$ cat config.mk
export PLATFORM = sky130hd
export DESIGN_NAME = selftrig_top
export DESIGN_NICKNAME = d
export VERILOG_FILES = /design/src/rtl/selftrig_pkg.sv /design/src/rtl/st_baseline.sv /design/src/rtl/st_compare.sv /design/src/rtl/st_prio.sv /design/src/rtl/selftrig_top.sv
export SDC_FILE = /design/constraint.sdc
export NUM_CORES = 1
export LEC_CHECK = 0
export BUFFER_PORTS_ARGS = -buffer_cell sky130_fd_sc_hd__buf_2
export CORE_ASPECT_RATIO = 0.6
export CORE_MARGIN = 8
export CORE_UTILIZATION = 37
export CTS_BUF_LIST = sky130_fd_sc_hd__clkbuf_16
export CTS_CLUSTER_DIAMETER = 60
export DETAILED_ROUTE_END_ITERATION = 7
export PLACE_DENSITY = 0.54
export SLEW_MARGIN = 20
export SYNTH_ARGS = -nofsm -noshare
export SYNTH_HDL_FRONTEND = slang
export SYNTH_HIERARCHICAL = 1
export SYNTH_SLANG_ARGS = --single-unit
export TNS_END_PERCENT = 10
$ cat constraint.sdc
create_clock -name clk -period 6.8 [get_ports clk]
set_clock_uncertainty 0.05 [all_clocks]
set_input_delay 1.02 -clock clk [delete_from_list [all_inputs] [get_ports clk]]
set_output_delay 1.02 -clock clk [all_outputs]
set_load 0.01 [all_outputs]
$ cat src/rtl/selftrig_pkg.sv
package selftrig_pkg;
    localparam int FRAC_BITS = 10;
    localparam int K_MIN     = 4;
    localparam int K_MAX     = 10;
    localparam int TS_W      = 32;

    function automatic logic [3:0] clamp_shift(input logic [3:0] k);
        if (k < 4'(K_MIN))      return 4'(K_MIN);
        else if (k > 4'(K_MAX)) return 4'(K_MAX);
        else                    return k;
    endfunction
endpackage

$ cat src/rtl/st_baseline.sv
module st_baseline #(
    parameter int SW   = 12,
    parameter int FRAC = 10
) (
    input  logic          clk,
    input  logic          rst_n,
    input  logic [SW-1:0] smp,
    input  logic          vld,
    input  logic          tp,
    input  logic          hold,
    input  logic [3:0]    k,
    output logic [SW-1:0] base,
    output logic          seeded
);
    localparam int ACCW = SW + FRAC;

    typedef struct packed {
        logic            seeded;
        logic [ACCW-1:0] acc;
    } bl_state_t;

    bl_state_t st_d, st_q;
    logic signed [ACCW:0] target, delta, step;

    always_comb begin
        target = $signed({1'b0, smp, {FRAC{1'b0}}});
        delta  = target - $signed({1'b0, st_q.acc});
        step   = delta >>> k;
        st_d   = st_q;
        if (vld && !tp) begin
            if (!st_q.seeded) begin
                st_d.seeded = 1'b1;
                st_d.acc    = {smp, {FRAC{1'b0}}};
            end else if (!hold) begin
                st_d.acc = st_q.acc + step[ACCW-1:0];
            end
        end
    end

    always_ff @(posedge clk) begin
        if (!rst_n) st_q <= '0;
        else        st_q <= st_d;
    end

    assign base   = st_q.acc[ACCW-1:FRAC];
    assign seeded = st_q.seeded;
endmodule

$ cat src/rtl/st_compare.sv
module st_compare #(
    parameter int SW = 12
) (
    input  logic [SW-1:0] smp,
    input  logic [SW-1:0] base,
    input  logic [SW-1:0] level,
    input  logic          vld,
    input  logic          seeded,
    output logic          above
);
    logic signed [SW:0] excess;

    always_comb begin
        excess = $signed({1'b0, smp}) - $signed({1'b0, base});
        above  = vld && seeded && (excess > $signed({1'b0, level}));
    end
endmodule

$ cat src/rtl/st_prio.sv
module st_prio #(
    parameter int N  = 4,
    parameter int CW = 2
) (
    input  logic [N-1:0]  req,
    output logic          any,
    output logic [CW-1:0] idx
);
    always_comb begin
        any = |req;
        idx = '0;
        for (int i = N - 1; i >= 0; i--) begin
            if (req[i]) idx = CW'(i);
        end
    end
endmodule

$ cat src/rtl/selftrig_top.sv
module selftrig_top #(
    parameter int NCH = 4,
    parameter int SW  = 12,
    localparam int CW = (NCH > 1) ? $clog2(NCH) : 1
) (
    input  logic                clk,
    input  logic                rst_n,
    input  logic [NCH*SW-1:0]   smp_data,
    input  logic [NCH-1:0]      smp_vld,
    input  logic [NCH-1:0]      tp_active,
    input  logic [NCH-1:0]      inhibit,
    input  logic [SW-1:0]       trig_level,
    input  logic [3:0]          avg_shift,
    output logic                trig_pulse,
    output logic [CW-1:0]       trig_chan,
    output logic [31:0]         trig_time,
    output logic [NCH-1:0]      rd_mask,
    output logic [NCH*SW-1:0]   base_out
);
    import selftrig_pkg::*;

    typedef struct packed {
        logic            armed;
        logic [NCH-1:0]  hot;
        logic            pulse;
        logic [CW-1:0]   chan;
        logic [TS_W-1:0] stamp;
        logic [NCH-1:0]  mask;
        logic [TS_W-1:0] ticks;
    } trg_state_t;

    trg_state_t ts_d, ts_q;

    logic [3:0]     k_eff;
    logic [NCH-1:0] above, seeded, hit, cur_hot;
    logic           hit_any;
    logic [CW-1:0]  hit_idx;

    assign k_eff = clamp_shift(avg_shift);

    for (genvar c = 0; c < NCH; c++) begin : g_chan
        logic [SW-1:0] base_c;

        st_baseline #(.SW(SW), .FRAC(FRAC_BITS)) i_base (
            .clk    (clk),
            .rst_n  (rst_n),
            .smp    (smp_data[c*SW +: SW]),
            .vld    (smp_vld[c]),
            .tp     (tp_active[c]),
            .hold   (above[c]),
            .k      (k_eff),
            .base   (base_c),
            .seeded (seeded[c])
        );

        st_compare #(.SW(SW)) i_cmp (
            .smp    (smp_data[c*SW +: SW]),
            .base   (base_c),
            .level  (trig_level),
            .vld    (smp_vld[c]),
            .seeded (seeded[c]),
            .above  (above[c])
        );

        assign base_out[c*SW +: SW] = base_c;
        assign cur_hot[c] = smp_vld[c] ? above[c] : ts_q.hot[c];
    end

    assign hit = above & ~inhibit;

    st_prio #(.N(NCH), .CW(CW)) i_prio (
        .req (hit),
        .any (hit_any),
        .idx (hit_idx)
    );

    always_comb begin
        ts_d       = ts_q;
        ts_d.ticks = ts_q.ticks + 32'd1;
        ts_d.hot   = cur_hot;
        ts_d.pulse = 1'b0;
        if (ts_q.armed) begin
            if (hit_any) begin
                ts_d.armed = 1'b0;
                ts_d.pulse = 1'b1;
                ts_d.chan  = hit_idx;
                ts_d.stamp = ts_q.ticks;
                ts_d.mask  = ~inhibit;
            end
        end else if ((cur_hot & ~inhibit) == '0) begin
            ts_d.armed = 1'b1;
        end
    end

    always_ff @(posedge clk) begin
        if (!rst_n) begin
            ts_q       <= '0;
            ts_q.armed <= 1'b1;
        end else begin
            ts_q <= ts_d;
        end
    end

    assign trig_pulse = ts_q.pulse;
    assign trig_chan  = ts_q.chan;
    assign trig_time  = ts_q.stamp;
    assign rd_mask    = ts_q.mask;
endmodule

-- Word-level counts from Yosys, hierarchy flattened
Cells that the tools add are included.
- add/subtract/negate cells: 13
- multiply operators: 0
- divide/modulo/power cells: 0
- order comparisons: 6
- equality and inequality tests: 4
- shift operators: 4
- muxes and demuxes: 22
- bitwise logic cells: 3
- reduce and logical (&&, ||, !) cells: 24
- operator list (kind ; number):
    $mux 22 ; 8
    $sshr 23x4->22 ; 4
    $sub 22x22->23 ; 4
    $add 22x22->22 ; 4
    $gt 13x13->1 ; 4
    $sub 12x12->13 ; 4
    $mux 39 ; 1
    $add 32x1->32 const B ; 1
    $logic_and 1x1->1 ; 12
    $reduce_and 2->1 ; 6
    $and 4x4->4 ; 2
    $mux 2 ; 4
    $mux 4 ; 2
    $ne 2x2->1 const B ; 4
    $mux 1 ; 7
    $gt 4x4->1 const B ; 1
    $logic_not 1->1 ; 4
    $logic_not 4->1 ; 1
    $lt 4x3->1 const B ; 1
    $not 4->4 ; 1
    $reduce_or 4->1 ; 1
- register bits: 168
- bits in latches: 0
- RAM bits: 0
- ROM bits: 0
- bits of input ports: 78
- logic and storage cells: 91
- memories: 0

-- Depth between registers and ports, before layout
- word-level depth: 9
- gate-level depth with buffers: 25
- mapped depth without buffers: 24

-- Cells and area by module
Netlist, hierarchy kept.
- by module, submodules not included (module ; instances ; cells each ; area an instance (µm²)):
    st_baseline (g_chan[2].i_base ...) ; 2 ; 584 ; 4162.7
    st_baseline (g_chan[1].i_base) ; 1 ; 555 ; 4126.5
    st_baseline (g_chan[0].i_base) ; 1 ; 557 ; 3998.8
    selftrig_top ; 1 ; 399 ; 3308.2
    st_compare (g_chan[2].i_cmp ...) ; 2 ; 128 ; 919.6
    st_compare (g_chan[0].i_cmp ...) ; 2 ; 117 ; 890.9
    st_prio ; 1 ; 7 ; 35.0

-- Least setup slack after synthesis
Ideal clock, no wire load.
- path type: input -> register
- start point: input smp_data[12]
- end point: register g_chan[1].i_base.st_q, in the netlist g_chan[1].i_base/base[10]
- setup time: 0.122 ns
- arrival time: 6.007 ns
- data required time: 6.628 ns
- path slack: 0.621 ns
- stages on the path: 16
- path through: ha_1 > or3b_2 > or4_4 > a21boi_0 > o41ai_1 > xnor2_1 > mux4_2 > mux4_2 > fa_1 > a21o_1 > a211oi_1 > o211a_1 > o31ai_1 > o41ai_1 > o21ai_0 > a311o_1
- longest elaborated chain between the ends: 5
- elaborated cells between the ends (all ways): 10
- those cells by class: add/sub: 3; order compare: 1; eq/ne: 1; shift: 1; mux: 2; reduce/logical: 2
- RTL lines (element ; RTL line ; text):
    from (decl) ; selftrig_top.sv:8 ; input logic [NCH*SW-1:0] smp_data,
    $sub 22x22->23 or $sub 12x12->13 (tied branches) ; st_baseline.sv:27, st_compare.sv:14 ;
    $sshr 23x4->22 or $gt 13x13->1 (tied branches) ; st_baseline.sv:28, st_compare.sv:15 ;
    $add 22x22->22 or $logic_and 1x1->1 (tied branches) ; st_baseline.sv:35, st_compare.sv:15 ;
    $mux 22 or $ne 2x2->1 (tied branches) ; - ;
    $mux 22 or $reduce_and 2->1 (tied branches) ; - ;
    to (signal assigned) ; st_baseline.sv:42 ; else st_q <= st_d;
    to (decl) ; st_baseline.sv:22 ; bl_state_t st_d, st_q;
Several ways; a longest one is shown, not always the timed one. The select of a mux whose other input is x is not followed.
A chain may end at the register's enable or synchronous reset.

-- Final worst setup path
- start point: register g_chan[0].i_base.st_q, in the netlist g_chan[0].i_base/base[1]
- end point: register g_chan[0].i_base.st_q, in the netlist g_chan[0].i_base/base[11]
- longest elaborated chain between the ends: 5
- elaborated cells between the ends (all ways): 10
- those cells by class: add/sub: 3; order compare: 1; eq/ne: 1; shift: 1; mux: 2; reduce/logical: 2
- RTL lines (element ; RTL line):
    from (decl) ; st_baseline.sv:22
    from (signal assigned) ; st_baseline.sv:42
    $sub 22x22->23 or $sub 12x12->13 (tied branches) ; st_baseline.sv:27, st_compare.sv:14
    $sshr 23x4->22 or $gt 13x13->1 (tied branches) ; st_baseline.sv:28, st_compare.sv:15
    $add 22x22->22 or $logic_and 1x1->1 (tied branches) ; st_baseline.sv:35, st_compare.sv:15
    $mux 22 or $ne 2x2->1 (tied branches) ; -
    $mux 22 or $reduce_and 2->1 (tied branches) ; -
Several ways; a longest one is shown, not always the timed one. The select of a mux whose other input is x is not followed.

==> results.txt <==
Final Hold Violating Endpoints = 0
Reg2Reg Depth = 21
Status = complete, no violations
Syn-to-layout area delta = 8.14%
Endpoint class of the critical path = flip-flop
Slew Limit Headroom = 39.0%
Fraction of layout cells with a size suffix above 1 = 13.6%
I/O pin count = 165
Hold_sp = trig_time[21]$_SDFFE_PN0P_
Initial Utilization = 37.4%
Slew @ Worst Pin = 0.902 ns
Worst hold endpoint = trig_time[21]$_SDFFE_PN0P_
Post-synth top area share = 14.4%
Post-Syn Nets = 3499
WS Path Type = flip-flop to flip-flop
Post-CTS Setup Inserts = 0
Period utilization = 93.7%
Most common cell on crit path = mux2_2
Drt total wl = 81800 um
PD cells = 187 nW/um2
Total GRT Usage = 21.7%
Post-synthesis register bit count = 168
FMAX = 0.157 GHz
Worst endpoint required time = 7.15 ns
Most frequent cell after synthesis = a21oi_1
Register area = 3360 um2
Netlist cell types = 115
Max FO, Critical Path = 6
CTS tree = done
Initial DRC Count = 2303
Die height = 211 um
EDFF count, synth = 0
Drt first pass iters = 6
Clock Sinks = 168
Clock-pin slew on the worst setup and hold paths = 0.08 ns
Reg2reg start = g_chan[0].i_base/base[1]$_SDFFE_PN0P_
First-pass GRT wire length = 125000 um
# hold bufs at CTS = 0
Synthesized cell area = 23400 um2
Met3 Usage GRT = 5.67%
Cells along the critical path = inv_1 -> ha_1 -> a21o_1 -> a2111o_1 -> o2111ai_1 -> a21oi_1 -> a311oi_2 -> mux2i_1 -> mux2_2 -> mux2_2 -> a21oi_2 -> ha_1 -> nand3_1 -> or2_2 -> o221ai_1 -> nor4_1 -> o41ai_1 -> a31oi_1 -> xor2_1 -> mux2_2 -> a21oi_1
Via/cell ratio = 5.80
Clk buf depth = 2
RSZ-0062 raised after global routing = no
Total core area = 62600 um2
Worst hold path type = flip-flop to flip-flop
Post-layout nets = 3536
GR Util met1 = 36.0%
CP arrival = 6.72 ns
Most used routing layer = met1
Grt ovf = 0
Synthesis warning total = 6
Max incr delay on CP = 0.61 ns
Number of buffers created by CTS = 17
Ys async rst share = 0%
Clock period minus worst slack = 6.37 ns
CP max stage cell = dfxtp_1
Die area = 71900 um2
CTS resizes = 0
Overall Power = 4.73 mW
Multi-input gate area = 17900 um2
Max IR drop VDD = 0.000145 V
Util after Layout = 40.4%
WL/cell = 20.1 um
Leak Pwr = 10.8 nW
Sequential share of the synthesized area = 14.4%
Most common flop cell mapped by yosys = dfxtp_1
Type of origin of the critical path = flip-flop
Worst path bufs/invs = 1
Synth top area cells = dfxtp_1, ha_1, a21oi_1
Leading area contributor after synthesis = dfxtp_1
DRC = 0
Post-placement cell count = 4033
RR Endpoint = g_chan[0].i_base/base[11]$_SDFFE_PN0P_
Max-capacitance violation count = 0
TNS Setup = 0 ns
Root buf cell = clkbuf_16
Largest net degree at the start of global routing = 108
Final ANT Viol Nets = 0
Initial antenna violation count = 1
Htree depth = 4
Syn_area_per_cell = 7.37 um2
Max-slew violations = 0
Synth Instances = 3176
Synth top cells by count = a21oi_1, nand2_1, ha_1
Non-Filler Instances = 4065
HPWL Detailed = 64700 um
Grt met2 use = 26.6%
R2R Setup Slk = 0.43 ns
RePlAce Congestion = 0.928
Buffers on Ports = 164
Hold path depth = 2
Rows = 71
Antenna fix cells = 0
Final setup vio count = 0
Chip width = 341 um
Vias in the first global route = 20501
Vias = 23585
Clk_lat worst skew = 0.48 ns
Delay-heaviest family, CP = compound AO/OA/AOI/OAI gates
Fillers = 6522
-- cell usage in the layout (no fill, tap or decap), types with 17 or more instances in the layout --
cell and n:
ha_1 237, inv_1 201, mux2i_1 104, and3_1 27, or3_1 32, and2_1 28, nand2_1 309, buf_4 90
a22oi_1 31, or2_2 19, nand3_1 81, o21ai_0 171, o211ai_1 22, a21oi_1 319, o31ai_1 19, buf_2 163
a211oi_1 78, nor3_1 64, xnor2_1 102, o22ai_1 24, o21a_1 43, nand2b_1 26, clkbuf_16 17, nor2b_1 44
mux2_2 17, nor2_1 222, a31oi_1 43, nand4_1 37, a21o_1 65, xor2_1 47, dfxtp_1 168
-- registers in the layout, summed over array words and instances, names as in the netlist --
register	count
g_chan.i_base/base	48
g_chan.i_base/st_q	40
ts_q	37
trig_time	32
g_chan.i_base/seeded	4
rd_mask	4
trig_chan	2
trig_pulse	1
-- stage by stage --
stage	instance area (um2)	hold WS, ns	setup WS (ns)
after floorplan	23400	0.387	0.621
after global placement	24700	0.394	0.127
after detailed placement	24700	0.394	0.0211
after CTS	25300	0.406	0.523
after global routing	25300	0.428	0.118
final	25300	0.407	0.429
-- layer usage --
| metal | part of all wire [%] | up-vias |
|---|---|---|
| met3 | 9.8 | 49 |
| li1 | - | 11685 |
| met1 | 54 | 10915 |
| met5 | 0 | - |
| met2 | 36 | 936 |
| met4 | 1.2 | 0 |
-- cells by family (layout without fill, tap and decap cells) --
family                   Yosys count  after routing  synth area share, %
buffers and inverters            451            501                 9.05
adder cells (fa/ha/maj)          246            246                 13.4
XOR/XNOR                         150            150                 5.64
AND/OR/NAND/NOR                  985            985                 21.1
multiplexers                     138            138                 6.87
flip-flops                       168            168                 14.4
AO/OA/AOI/OAI                   1038           1038                 29.6
-- power breakdown --
| part | switching, mW | internal [mW] | total (mW) |
|---|---|---|---|
| clock network | 0.540 | 0.497 | 1.04 |
| registers | 0.0587 | 1.02 | 1.08 |
| logic | 1.56 | 1.06 | 2.62 |
-- layout make-up --
class | instances | area share [%]
multi-input combinational | 2557 | 70.9
sequential | 168 | 13.3
timing repair buffer | 257 | 6.21
tap | 839 | 4.15
inverter | 212 | 3.15
clock buffer | 17 | 1.68
clock inverter | 15 | 0.672
-- worst reg2reg max path, delay by kind of cell (launching register included) --
family,cells,cell delay (ns)
muxes,4,1.12
buffers and inverters,1,0.23
adders and majority gates,2,0.65
and+or+nand+nor,3,0.62
DFF,1,0.61
AOI/OAI and AO/OA,10,2.80
xor gates and xnor gates,1,0.19
-- worst max-delay path by stage --
stage,end,depth (start not counted),start,slack [ns]
detailed placement,g_chan[1].i_base/base[8]$_SDFFE_PN0P_,18,smp_data[12],0.02
finish,g_chan[0].i_base/base[11]$_SDFFE_PN0P_,21,g_chan[0].i_base/base[1]$_SDFFE_PN0P_,0.43
CTS,g_chan[1].i_base/base[8]$_SDFFE_PN0P_,18,smp_data[12],0.52
global placement,g_chan[1].i_base/base[8]$_SDFFE_PN0P_,18,smp_data[12],0.13
global route,g_chan[0].i_base/base[11]$_SDFFE_PN0P_,21,g_chan[0].i_base/base[1]$_SDFFE_PN0P_,0.12
floorplan,g_chan[1].i_base/base[10]$_SDFFE_PN0P_,16,smp_data[12],0.62
Note: power is estimated with default switching activity, not from simulation.
